$ cat src/rtl/i2c_regptr_target.sv
module i2c_regptr_target #(
  parameter logic [4:0] DEV_PREFIX  = 5'b01101,
  parameter int         LAST_REG    = 25,
  parameter int         DATA_BASE   = 7,
  parameter int         SYNC_STAGES = 2
) (
  input  logic                                  clk,
  input  logic                                  rst_n,
  input  logic                                  scl_i,
  input  logic                                  sda_i,
  input  logic [1:0]                            strap_a,
  output logic                                  sda_oe,
  output logic [$clog2(LAST_REG+2)-1:0]         reg_addr,
  output logic                                  reg_wr,
  output logic [7:0]                            reg_wdata,
  output logic                                  reg_rd,
  input  logic [7:0]                            reg_rdata,
  output logic                                  xfer_end
);
  localparam int PTR_W = $clog2(LAST_REG+2);
  localparam logic [PTR_W-1:0] LAST_P = PTR_W'(LAST_REG);
  localparam logic [PTR_W-1:0] BASE_P = PTR_W'(DATA_BASE);

  typedef enum logic [2:0] {S_IDLE, S_ADDR, S_AACK, S_WR, S_WACK, S_RD, S_RACK} st_t;

  logic [SYNC_STAGES-1:0] scl_sync, sda_sync;
  logic scl_s, sda_s, scl_q, sda_q;
  logic scl_rise, scl_fall, start_det, stop_det;

  st_t        state;
  logic [3:0] bit_cnt;
  logic [7:0] shreg;
  logic       rw, first_byte, active, oe_q, m_ack, xfer_q;
  logic [PTR_W-1:0] ptr, ptr_next, ld_val;
  logic [6:0] my_addr;
  logic       ptr_valid, byte_in_done, ptr_load, rd_load;
  logic [7:0] rd_byte;

  always_ff @(posedge clk or negedge rst_n)
    if (!rst_n) begin
      scl_sync <= '1; sda_sync <= '1; scl_q <= 1'b1; sda_q <= 1'b1;
    end else begin
      scl_sync <= {scl_sync[SYNC_STAGES-2:0], scl_i};
      sda_sync <= {sda_sync[SYNC_STAGES-2:0], sda_i};
      scl_q    <= scl_s;
      sda_q    <= sda_s;
    end

  assign scl_s     = scl_sync[SYNC_STAGES-1];
  assign sda_s     = sda_sync[SYNC_STAGES-1];
  assign scl_rise  = scl_s & ~scl_q;
  assign scl_fall  = ~scl_s & scl_q;
  assign start_det = scl_s & scl_q & sda_q & ~sda_s;
  assign stop_det  = scl_s & scl_q & ~sda_q & sda_s;

  assign my_addr      = {DEV_PREFIX, strap_a};
  assign ptr_valid    = (ptr <= LAST_P);
  assign ptr_next     = (ptr == '0 || !ptr_valid) ? ptr : ptr + 1'b1;
  assign ld_val       = (shreg[PTR_W-1:0] > BASE_P) ? BASE_P : shreg[PTR_W-1:0];
  assign byte_in_done = (state == S_WR) && scl_fall && (bit_cnt == 4'd8);
  assign ptr_load     = byte_in_done && (first_byte || ptr == '0);
  assign rd_load      = scl_fall && (((state == S_AACK) && rw) || ((state == S_RACK) && m_ack));
  assign rd_byte      = ptr_valid ? reg_rdata : 8'hFF;

  assign reg_addr  = ptr;
  assign reg_wdata = shreg;
  assign reg_wr    = byte_in_done && !ptr_load && ptr_valid;
  assign reg_rd    = rd_load && ptr_valid;
  assign sda_oe    = oe_q;
  assign xfer_end  = xfer_q;

  always_ff @(posedge clk or negedge rst_n)
    if (!rst_n) begin
      state <= S_IDLE; bit_cnt <= '0; shreg <= '0; rw <= 1'b0;
      first_byte <= 1'b0; active <= 1'b0; oe_q <= 1'b0; m_ack <= 1'b0; xfer_q <= 1'b0;
    end else begin
      xfer_q <= (start_det | stop_det) & active;
      if (start_det) begin
        state <= S_ADDR; bit_cnt <= '0; oe_q <= 1'b0; first_byte <= 1'b1; active <= 1'b0;
      end else if (stop_det) begin
        state <= S_IDLE; oe_q <= 1'b0; active <= 1'b0;
      end else begin
        case (state)
          S_ADDR, S_WR: begin
            if (scl_rise && bit_cnt != 4'd8) begin
              shreg   <= {shreg[6:0], sda_s};
              bit_cnt <= bit_cnt + 1'b1;
            end else if (scl_fall && bit_cnt == 4'd8) begin
              if (state == S_ADDR) begin
                if (shreg[7:1] == my_addr) begin
                  oe_q <= 1'b1; rw <= shreg[0]; active <= 1'b1; state <= S_AACK;
                end else begin
                  state <= S_IDLE;
                end
              end else begin
                oe_q <= 1'b1; first_byte <= 1'b0; state <= S_WACK;
              end
            end
          end
          S_AACK: if (scl_fall) begin
            if (rw) begin
              shreg <= rd_byte; oe_q <= ~rd_byte[7]; bit_cnt <= 4'd1; state <= S_RD;
            end else begin
              oe_q <= 1'b0; bit_cnt <= '0; state <= S_WR;
            end
          end
          S_WACK: if (scl_fall) begin
            oe_q <= 1'b0; bit_cnt <= '0; state <= S_WR;
          end
          S_RD: if (scl_fall) begin
            if (bit_cnt == 4'd8) begin
              oe_q <= 1'b0; state <= S_RACK;
            end else begin
              oe_q    <= ~shreg[6];
              shreg   <= {shreg[6:0], 1'b0};
              bit_cnt <= bit_cnt + 1'b1;
            end
          end
          S_RACK: begin
            if (scl_rise) m_ack <= ~sda_s;
            else if (scl_fall) begin
              if (m_ack) begin
                shreg <= rd_byte; oe_q <= ~rd_byte[7]; bit_cnt <= 4'd1; state <= S_RD;
              end else begin
                state <= S_IDLE;
              end
            end
          end
          default: ;
        endcase
      end
    end

  always_ff @(posedge clk or negedge rst_n)
    if (!rst_n) ptr <= '0;
    else if (byte_in_done) ptr <= ptr_load ? ld_val : ptr_next;
    else if (state == S_RACK && scl_rise) ptr <= ptr_next;

  AST_ADDR_NOMATCH_NOACK: assert property (@(posedge clk) disable iff (!rst_n)
    (state == S_ADDR && scl_fall && bit_cnt == 4'd8 && shreg[7:1] != my_addr) |=> !sda_oe);
  AST_LOAD_CLAMP: assert property (@(posedge clk) disable iff (!rst_n)
    ptr_load |=> (reg_addr <= BASE_P));
  AST_WR_ADVANCE: assert property (@(posedge clk) disable iff (!rst_n)
    reg_wr |=> (reg_addr == $past(reg_addr) + 1'b1));
  AST_WR_NOT_ZERO: assert property (@(posedge clk) disable iff (!rst_n)
    reg_wr |-> (reg_addr != '0));
  AST_RD_RANGE: assert property (@(posedge clk) disable iff (!rst_n)
    reg_rd |-> (reg_addr <= LAST_P));
  AST_PTR_CEILING: assert property (@(posedge clk) disable iff (!rst_n)
    reg_addr <= LAST_P + 1'b1);
  AST_STROBE_EXCL: assert property (@(posedge clk) disable iff (!rst_n)
    !(reg_wr && reg_rd));
  AST_NACK_RELEASE: assert property (@(posedge clk) disable iff (!rst_n)
    (state == S_RACK && scl_fall && !m_ack) |=> (!sda_oe && state == S_IDLE));
  AST_XFER_PULSE: assert property (@(posedge clk) disable iff (!rst_n)
    xfer_end |=> !xfer_end);
  AST_SDA_SCL_LOW: assert property (@(posedge clk) disable iff (!rst_n)
    !$stable(sda_oe) |-> !scl_s);
endmodule

$ cat config.mk
export PLATFORM = sky130hd
export DESIGN_NAME = i2c_regptr_target
export DESIGN_NICKNAME = d
export VERILOG_FILES = /design/src/rtl/i2c_regptr_target.sv
export SDC_FILE = /design/constraint.sdc
export NUM_CORES = 1
export LEC_CHECK = 0
export BUFFER_PORTS_ARGS = -buffer_cell sky130_fd_sc_hd__buf_2
export CAP_MARGIN = 20
export CORE_MARGIN = 4
export CORE_UTILIZATION = 45
export DETAILED_ROUTE_END_ITERATION = 8
export GPL_ROUTABILITY_DRIVEN = 0
export PLACE_DENSITY = 0.75
export SLEW_MARGIN = 40
export SYNTH_ARGS = -nofsm -noshare
export SYNTH_HDL_FRONTEND = slang
export SYNTH_SLANG_ARGS = --single-unit
$ cat constraint.sdc
create_clock -name clk -period 2.55 [get_ports clk]
set_input_delay 0.6375 -clock clk [delete_from_list [all_inputs] [get_ports clk]]
set_output_delay 0.6375 -clock clk [all_outputs]
set_load 0.02 [all_outputs]
# Word level (Yosys, flattened, before mapping)
# Index checks and enable logic that the tools add are counted.
word_totals:
  out_inout_bits: 17
  inputBits: 14
  regBits: 32
classes:
  magnitude_cmp: 2
  eq_ne: 39
  bitwise: 18
  reduce_logical: 37
  n_mux: 69
  n_addsub: 2
ops:
  columns: ["op", "count"]
  rows:
  - ["8-bit two-way mux", 9]
  - ["4-bit two-way mux", 10]
  - ["4-bit != test (second input constant)", 10]
  - ["3-bit two-way mux", 13]
  - ["8-bit case mux with 4 select lines", 1]
  - ["1-bit two-way mux", 27]
  - ["3-bit != test (second input constant)", 9]
  - ["5-bit two-way mux", 5]
  - ["2-bit != test (second input constant)", 11]
  - ["4-bit case mux with 5 select lines", 1]
  - ["10-bit AND reduction", 2]
  - ["3-bit case mux with 5 select lines", 1]
  - ["1-bit logical AND", 12]
  - ["3-bit nonzero test", 4]
  - ["11-bit AND reduction", 1]
  - ["5-bit AND reduction", 2]
  - ["3-bit == test (second input constant)", 3]
  - ["1-bit inverter", 9]
  - ["9-bit AND reduction", 1]
  - ["1-bit bitwise AND", 8]
  - ["7-bit by 6-bit == test with 1-bit output", 1]
  - ["7-bit AND reduction", 1]
  - ["7-bit nonzero test", 1]
  - ["3-bit by 2-bit == test with 1-bit output (second input constant)", 2]
  - ["18 further kinds", 23]

# Depth between registers and ports, before layout
# Gate-level depths: netlist of the first run.
depth:
  word_depth: 9
  depth_mapped: 8

# Worst setup path after synthesis of the first run
# Ideal clock, no wire load.
synth_path:
  kind: "register to output"
  from: "reg ptr[1] (netlist: reg_addr[1])"
  to: "out reg_rd"
  path_stages_with_launch: 7
  path_slack_ns: -0.317
  t_arrival_ns: 2.230
  cell_sequence: "dfrtp_1 inv_1 ha_1 o21bai_1 a21oi_1 clkbuf_1 a2111oi_0"
synth_between:
  elab_chain_len: 2
synth_lines:
  columns: ["element", "line_no", "text"]
  rows:
  - ["from (decl)", "34", "logic [PTR_W-1:0] ptr, ptr_next, ld_val;"]
  - ["from (signal assigned)", "136", "else if (byte_in_done) ptr <= ptr_load ? ld_val : ptr_next;"]
  - ["from (signal assigned)", "137", "else if (state == S_RACK && scl_rise) ptr <= ptr_next;"]
  - ["5-bit <= comparator", "57", "assign ptr_valid = (ptr <= LAST_P);"]
  - ["1-bit logical AND", "68", "assign reg_rd = rd_load && ptr_valid;"]
  - ["to (decl)", "16", "output logic reg_rd,"]
# Every way passes these cells.

# Worst setup path after layout of the first run
# Ends and elaborated chain as after synthesis.

==> reports/qor_table.md, run 1 <==
| Stage | Metric | Value |
|:---|:---|:---|
| outcome | Status | finished, final reports clean |
| clocking | Post-CTS setup repair buffer count | 0 |
| clocking | Clock-pin slew on the worst setup and hold paths | 0.07 ns |
| finish | Total Nets Final | 280 |
| synth | Part of the Yosys area used for sequential elements | 36.8% |
| global route | GRT Max-Usage Layer | met2 |
| global route | Via count of the first global-routing pass | 1734 |
| finish | Final Core Density | 52.6% |
| floorplan | Chip Width | 77.9 um |
| clocking | Number of buffers created by CTS | 5 |
| global route | Total overflow reported by the global router | 0 |
| worst setup path | Worst setup path start | reg_addr[1]$_DFFE_PN0P_ |
| global route | Global-route track usage on met1 | 24.3% |
| synth | Number of nets in the synthesized netlist | 252 |
| hold path | Worst hold path type | reg2reg |
| placement | Cell Count Post-Placement | 321 |
| global route | Met2 Use GR | 26.6% |
| detailed routing | Number of nets still failing antenna checks after routing | 0 |
| placement | Count of port buffers added during placement | 30 |
| synth | Synth warnings | 0 |
| worst setup path | Endpoint type of the worst setup path | output pin |
| clocking | TritonCTS clock tree | done |
| floorplan | Initial Utilization | 46.5% |
| placement | Post-placement setup slack | 0.290 ns |
| timing | Number of failing setup endpoints in the final timing report | 0 |
| detailed routing | Total length of routed wires | 5.07 mm |
| synth | Number of enable-type register cells in the synthesized netlist | 0 |
| global route | Antenna violations before repair | 0 |
| worst setup path | Critical Setup Path Class | reg2out |
| detailed routing | WL/cell | 15.4 um |
| worst setup path | Required time of the critical path | 1.91 ns |
| clocking | Post-cts hold buffer count | 0 |
| global route | Total global-route track usage | 17.5% |
| synth | Post-synth design cell area | 0.00220 mm2 |
| finish | Filler cell count in the final layout | 447 |
| synth | Area share of the largest cell type after synthesis | 29.6% |
| synth | Cell types with the largest area share after synthesis | sky130_fd_sc_hd__dfrtp_1 (30%), sky130_fd_sc_hd__dfstp_2 (7.2%), sky130_fd_sc_hd__mux2_4 (4.8%) |
| timing | Final Hold Viols | 0 |
| clocking | Sinks on the clock net | 32 |
| timing | Final critical delay including setup and external delays | 2.49 ns |
| timing | Relative slew margins | 53.2% |
| finish | Non-filler instance count after layout | 329 |
| finish | Antenna diode count | 0 |
| detailed routing | Total via count after detailed routing | 1843 |
| hold path | Origin of the worst min-delay path | scl_sync[0]$_DFF_PN1_ |
| finish | Layout Area Growth over Synthesis | 13.1% |
| floorplan | Row count | 25 |
| worst setup path | Worst reg2reg startpoint | bit_cnt[0]$_DFFE_PN0P_ |
| worst setup path | Crit start category | register |
| detailed routing | DRC | 0 |
| clocking | Source-to-sink clock delay at the later pin of the worst-skew pair | 0.29 ns |
| finish | Layout cell share with drive strength beyond 1 | 29.0% |
| job | Number of violations of the max-capacitance limit | 0 |
| synth | Async set-reset flop share out of synthesis | 100% |
| global route | GR Util met3 | 3.36% |
| synth | Main flop type after synthesis | sky130_fd_sc_hd__dfrtp_1 |
| power | LEAKAGE | 0.00108 uW |
| timing | Number of pins exceeding their max-slew limit in the final report | 0 |
| clocking | H-Tree Level Count | 2 |
| power | Power density cells | 660 mW/mm2 |
| global route | Pin count of the biggest net entering global routing | 33 |
| synth | Average footprint of a synthesized cell | 9.43 um2 |
| power | Peak supply drop | 0.529 mV |
| global route | Global-route wire length before repair | 8.41 mm |
| placement | Detailed placement HPWL | 3.79 mm |
| detailed routing | Number of search-and-repair iterations in the first detailed-routing pass | 4 |
| floorplan | Placeable core region | 0.00472 mm2 |
| synth | Number of distinct library cells after synthesis | 66 |
| timing | Maximum clock frequency | 401 MHz |
| synth | Area leader, netlist | sky130_fd_sc_hd__dfrtp_1 |
| worst setup path | Critical path data arrival time | 1.85 ns |
| floorplan | Die height | 77.9 um |
| detailed routing | Vias per cell | 5.60 |
| timing | Worst setup slack after layout | 0.0584 ns |
| timing | Portion of the clock cycle consumed by the worst path in the final layout | 97.7% |
| worst setup path | Biggest fanout along the worst timing path | 6 |
| clocking | Clk buf depth | 2 |
| floorplan | IO Count | 31 |
| finish | Sequential standard cell area | 810 um2 |
| synth | Post-Synthesis Cells | 233 |
| clocking | Clock Tree Root | sky130_fd_sc_hd__clkbuf_8 |
| finish | Multi-input logic area | 0.00126 mm2 |
| timing | Worst clock skew | 0.00508 ns |
| synth | #FFs+latches synth | 32 |
| detailed routing | Violation count after the first detailed-route iteration | 154 |
| timing | Worst-Margin Slew | 0.702 ns |
| floorplan | Area enclosed by the die boundary | 0.00606 mm2 |
flip-flops by register name, indices dropped and copies added, names as in the netlist, 2 cells and up:
signal     cells
reg_addr       5
state          3
sda_sync       2
reg_wdata      8
scl_sync       2
bit_cnt        4
cell usage after synthesis (all sizes together) (6+ instances only):
cell,n
nor3,16
o21ai,11
nand2b,10
dfrtp,26
dfstp,6
nor2,22
mux2,9
nand2,12
a21oi,12
buf,10
inv,13
metal layers:
layer / part of all wire (%) / wire (um)
met5: 0 / 0
met4: 2.3 / 117
met3: 5.4 / 272
met2: 47 / 2360
met1: 46 / 2320
critical path, stage by stage (launching register included):
cell and delay (ns):
sky130_fd_sc_hd__dfrtp_1 0.43, sky130_fd_sc_hd__inv_1 0.10, sky130_fd_sc_hd__ha_1 0.13, sky130_fd_sc_hd__o21bai_1 0.10
sky130_fd_sc_hd__a21oi_1 0.14, sky130_fd_sc_hd__a2111oi_2 0.45, sky130_fd_sc_hd__buf_4 0.22
power by group:
part / switching, uW / internal [uW]
logic: 248 / 247
clock network: 189 / 215
registers: 133 / 608
final cells by class:
class | instances | share of cell area (%)
flip-flops and latches | 32 | 32.6
repair buffers | 35 | 7.75
clock buffers | 6 | 3.32
inverters | 13 | 1.96
multi-input cells | 174 | 50.6
well taps | 67 | 3.37
clock inverters | 2 | 0.403
worst paths after layout:
path	slack, ns	cells after the start	end
setup / recovery	0.06	6	reg_rd
hold / removal	0.36	0	scl_sync[1]$_DFF_PN1_
setup reg to reg	0.43	7	reg_addr[0]$_DFFE_PN0P_
hold reg to reg	0.36	0	scl_sync[1]$_DFF_PN1_
max in group asynchronous	1.67	1	state[2]$_DFFE_PN0P_
min in group asynchronous	0.39	1	xfer_end$_DFF_PN0_
cell families (layout without fill, tap and decap cells):
| family | Yosys count | in the layout | share of synthesized area [%] |
|---|---|---|---|
| DFF | 32 | 32 | 36.8 |
| muxes | 11 | 11 | 6.72 |
| AOI/OAI and AO/OA | 62 | 62 | 20.7 |
| and+or+nand+nor | 93 | 93 | 25.1 |
| xor gates and xnor gates | 3 | 3 | 1.20 |
| adders and majority gates | 5 | 5 | 2.85 |
| buffers and inverters | 27 | 56 | 6.66 |
stage by stage:
step / cell area (um2) / hold slack (ns) / total power (uW) / TNS, ns
final: 2480 / 0.355 / 1640 / 0
after global routing: 2480 / 0.362 / 1740 / -0.0245
after CTS: 2470 / 0.357 / 1660 / 0
after detailed placement: 2380 / 0.347 / 1250 / 0
after global placement: 2380 / 0.345 / 1230 / 0
after floorplan: 2200 / 0.342 / 1090 / 0
placed cells by master, fill, tap and decap left out, types with 2 or more instances in the layout:
cell type and instances:
sky130_fd_sc_hd__nor2_1 20, sky130_fd_sc_hd__dfrtp_1 25, sky130_fd_sc_hd__mux2_2 2, sky130_fd_sc_hd__o21ai_1 2, sky130_fd_sc_hd__o31ai_1 4, sky130_fd_sc_hd__and3_1 2
sky130_fd_sc_hd__clkinv_2 2, sky130_fd_sc_hd__a31oi_1 3, sky130_fd_sc_hd__buf_2 28, sky130_fd_sc_hd__a221oi_1 2, sky130_fd_sc_hd__nand3b_1 2, sky130_fd_sc_hd__nor2b_1 3
sky130_fd_sc_hd__nor3b_1 3, sky130_fd_sc_hd__o21a_1 4, sky130_fd_sc_hd__o22ai_1 3, sky130_fd_sc_hd__a32o_1 2, sky130_fd_sc_hd__nor3_1 15, sky130_fd_sc_hd__a21oi_1 11
sky130_fd_sc_hd__nand2b_1 10, sky130_fd_sc_hd__nand3_1 4, sky130_fd_sc_hd__xor2_1 3, sky130_fd_sc_hd__mux2_4 7, sky130_fd_sc_hd__ha_1 5, sky130_fd_sc_hd__clkbuf_8 6
sky130_fd_sc_hd__mux2i_1 2, sky130_fd_sc_hd__nand4_1 3, sky130_fd_sc_hd__nand2_1 11, sky130_fd_sc_hd__and3b_1 2, sky130_fd_sc_hd__o32ai_1 3, sky130_fd_sc_hd__a221o_1 3
sky130_fd_sc_hd__inv_1 12, sky130_fd_sc_hd__dfstp_2 6, sky130_fd_sc_hd__buf_4 7, sky130_fd_sc_hd__o21ai_0 9, sky130_fd_sc_hd__a2111oi_2 2, sky130_fd_sc_hd__nor4_1 2
repair_timing:
| item | CTS | global route |
|---|---|---|
| resized for setup | 1 | 5 |
| endpoints found under the hold margin | 0 | 0 |
| endpoints found under the setup margin | 1 | 2 |
Note: power is estimated with default switching activity, not from simulation.
==> run 2: changes to the inputs <==
--- a/config.mk
+++ b/config.mk
@@ -9,2 +9,3 @@
 export CAP_MARGIN = 20
+export CORE_ASPECT_RATIO = 0.9
 export CORE_MARGIN = 4
==> constraint.sdc (replaced) <==
create_clock -name clk -period 2.55 [get_ports clk]
set_input_delay 0.1275 -clock clk [delete_from_list [all_inputs] [get_ports clk]]
set_output_delay 0.1275 -clock clk [all_outputs]
set_load 0.02 [all_outputs]
==> reports/qor_table.md, run 2 (synthesis gave the netlist of run 1 again) <==
| Stage | Metric | Value |
|:---|:---|:---|
| detailed routing | Number of search-and-repair iterations in the first detailed-routing pass | 4 |
| worst setup path | Crit start category | register |
| detailed routing | Total via count after detailed routing | 1880 |
| detailed routing | Vias per cell | 5.80 |
| detailed routing | WL/cell | 15.7 um |
| finish | Max FFs per register | 8 |
| detailed routing | DRC | 0 |
| floorplan | Initial Utilization | 48.0% |
| global route | Via count of the first global-routing pass | 1715 |
| finish | Final standard cell area without fillers | 0.00246 mm2 |
| global route | Antenna violations before repair | 0 |
| worst setup path | CP max stage delay | 0.66 ns |
| finish | Total Nets Final | 280 |
| power | LEAKAGE | 0.00107 uW |
| job | Number of violations of the max-capacitance limit | 0 |
| finish | Commonest non-fill, non-tap cells in the layout | sky130_fd_sc_hd__buf_2 (30), sky130_fd_sc_hd__dfrtp_1 (26), sky130_fd_sc_hd__nor2_1 (20), sky130_fd_sc_hd__nor3_1 (16), sky130_fd_sc_hd__inv_1 (12) |
| timing | Final critical delay including setup and external delays | 2.28 ns |
| floorplan | IO Count | 31 |
| finish | Layout Area Growth over Synthesis | 12.2% |
| worst setup path | Depth of the worst register-to-register path | 5 |
| detailed routing | Violation count after the first detailed-route iteration | 149 |
| worst setup path | Biggest fanout along the worst timing path | 27 |
| clocking | TritonCTS clock tree | done |
| clocking | Post-CTS setup repair buffer count | 0 |
| timing | Number of pins exceeding their max-slew limit in the final report | 0 |
| detailed routing | Number of nets still failing antenna checks after routing | 0 |
| worst setup path | Worst setup slack for register-to-register paths | 0.33 ns |
| timing | RSZ-0062 raised after global routing | false |
| clocking | Source-to-sink clock delay at the later pin of the worst-skew pair | 0.29 ns |
| floorplan | Placeable core region | 0.00458 mm2 |
| floorplan | Row count | 23 |
| global route | Pin count of the biggest net entering global routing | 33 |
| finish | Layout cell share with drive strength beyond 1 | 26.3% |
| worst setup path | Slowest cell on the critical path | sky130_fd_sc_hd__dfrtp_1 |
| clocking | Clk buf depth | 2 |
| timing | Relative slew margins | 49.2% |
| placement | Post-placement setup slack | 0.363 ns |
| finish | Antenna diode count | 0 |
| floorplan | Chip Width | 81.7 um |
| worst setup path | Required time of the critical path | 2.42 ns |
| clocking | Sinks on the clock net | 32 |
| worst setup path | Worst reg2reg startpoint | scl_q$_DFF_PN1_ |
| worst setup path | Critical Setup Path Class | reg2out |
| finish | Most common library cell in the layout ignoring fill and taps | sky130_fd_sc_hd__buf_2 |
| timing | Portion of the clock cycle consumed by the worst path in the final layout | 89.5% |
| worst setup path | Endpoint type of the worst setup path | output pin |
| worst setup path | Setup crit end | reg_rd |
| global route | Total global-route track usage | 18.1% |
| timing | Worst clock skew | 0.00486 ns |
| clocking | Number of buffers created by CTS | 5 |
| placement | Detailed placement HPWL | 3.71 mm |
| floorplan | Die height | 74.3 um |
| timing | Maximum clock frequency | 438 MHz |
| worst setup path | End of the worst register-to-register path | reg_wdata[1]$_DFFE_PN0P_ |
| floorplan | Area enclosed by the die boundary | 0.00607 mm2 |
| timing | Worst setup slack after layout | 0.269 ns |
| timing | Final Hold Viols | 0 |
| worst setup path | Cell chain of the critical path | nand2b_1, a2111oi_0, buf_2 |
| placement | Count of port buffers added during placement | 30 |
| clocking | H-Tree Level Count | 2 |
| power | Power density cells | 666 mW/mm2 |
| timing | TNS Setup | 0 ns |
| global route | Global-route wire length before repair | 8.45 mm |
| placement | Placement-stage cell area | 0.00234 mm2 |
| power | Peak supply drop | 0.417 mV |
| clocking | Clock Tree Root | sky130_fd_sc_hd__clkbuf_8 |
| worst setup path | Worst setup path start | state[0]$_DFFE_PN0P_ |
| worst setup path | Critical path data arrival time | 2.15 ns |
| clocking | Clock-pin slew on the worst setup and hold paths | 0.07 ns |
| global route | Total overflow reported by the global router | 0 |
| power | Power consumption | 1640 uW |
| timing | Worst-Margin Slew | 0.762 ns |
| detailed routing | Total length of routed wires | 5.08 mm |
| timing | Number of failing setup endpoints in the final timing report | 0 |
| outcome | Status | finished, final reports clean |
| hold path | Worst hold path type | in2reg |
-- run 2: what timing repair did --
item,in CTS,in global routing
hold endpoints to repair,28,0
gates resized for setup,0,0
hold buffers,3,0
endpoints found under the setup margin,0,0
-- run 2: worst max-delay path, delay by kind of cell, from the launching register on --
family          cells  cell delay (ns)
flops               1             0.66
compound gates      1             0.45
buf+inv             1             0.25
simple gates        1             0.50
-- run 2: stage by stage --
step	utilization (%)	std cells	hold slack, ns
floorplan	-	233	-0.168
global placement	51.2	313	0.222
detailed placement	51.2	313	0.232
CTS	53.9	324	0.161
global route	53.9	324	0.209
finish	53.9	324	0.156
-- run 2: how the worst min path moves through the flow --
stage / start / end / slack [ns] / depth (start not counted)
after floorplan: rst_n / active$_DFFE_PN0P_ / -0.17 / 0
final: reg_rdata[0] / reg_wdata[0]$_DFFE_PN0P_ / 0.16 / 3
after global routing: reg_rdata[0] / reg_wdata[0]$_DFFE_PN0P_ / 0.21 / 3
after detailed placement: rst_n / bit_cnt[2]$_DFFE_PN0P_ / 0.23 / 1
after CTS: reg_rdata[0] / reg_wdata[0]$_DFFE_PN0P_ / 0.16 / 3
after global placement: rst_n / bit_cnt[2]$_DFFE_PN0P_ / 0.22 / 1
-- run 2: final cells by class --
cell class / instances / area, um2
Timing Repair Buffer: 35 / 195
Clock inverter: 3 / 23.8
Sequential cell: 32 / 808
Multi-Input combinational cell: 174 / 1240
Tap cell: 62 / 77.6
Clock buffer: 5 / 68.8
Inverter: 13 / 48.8
Fill cell: 405 / 2110
-- run 2: where the power goes --
group / internal [uW] / switching [uW] / leakage [uW] / total [uW]
clock: 193 / 206 / 0.0000404 / 399
sequential: 607 / 144 / 0.000404 / 751
combinational: 246 / 245 / 0.000621 / 491
-- run 2: routing by layer --
layer	GRT usage (%)	up-vias	share of wire (%)
li1	-	921	-
met5	0	-	0
met3	4.60	9	7.7
met1	27.7	889	47
met4	5.17	0	1.3
met2	25.1	61	44
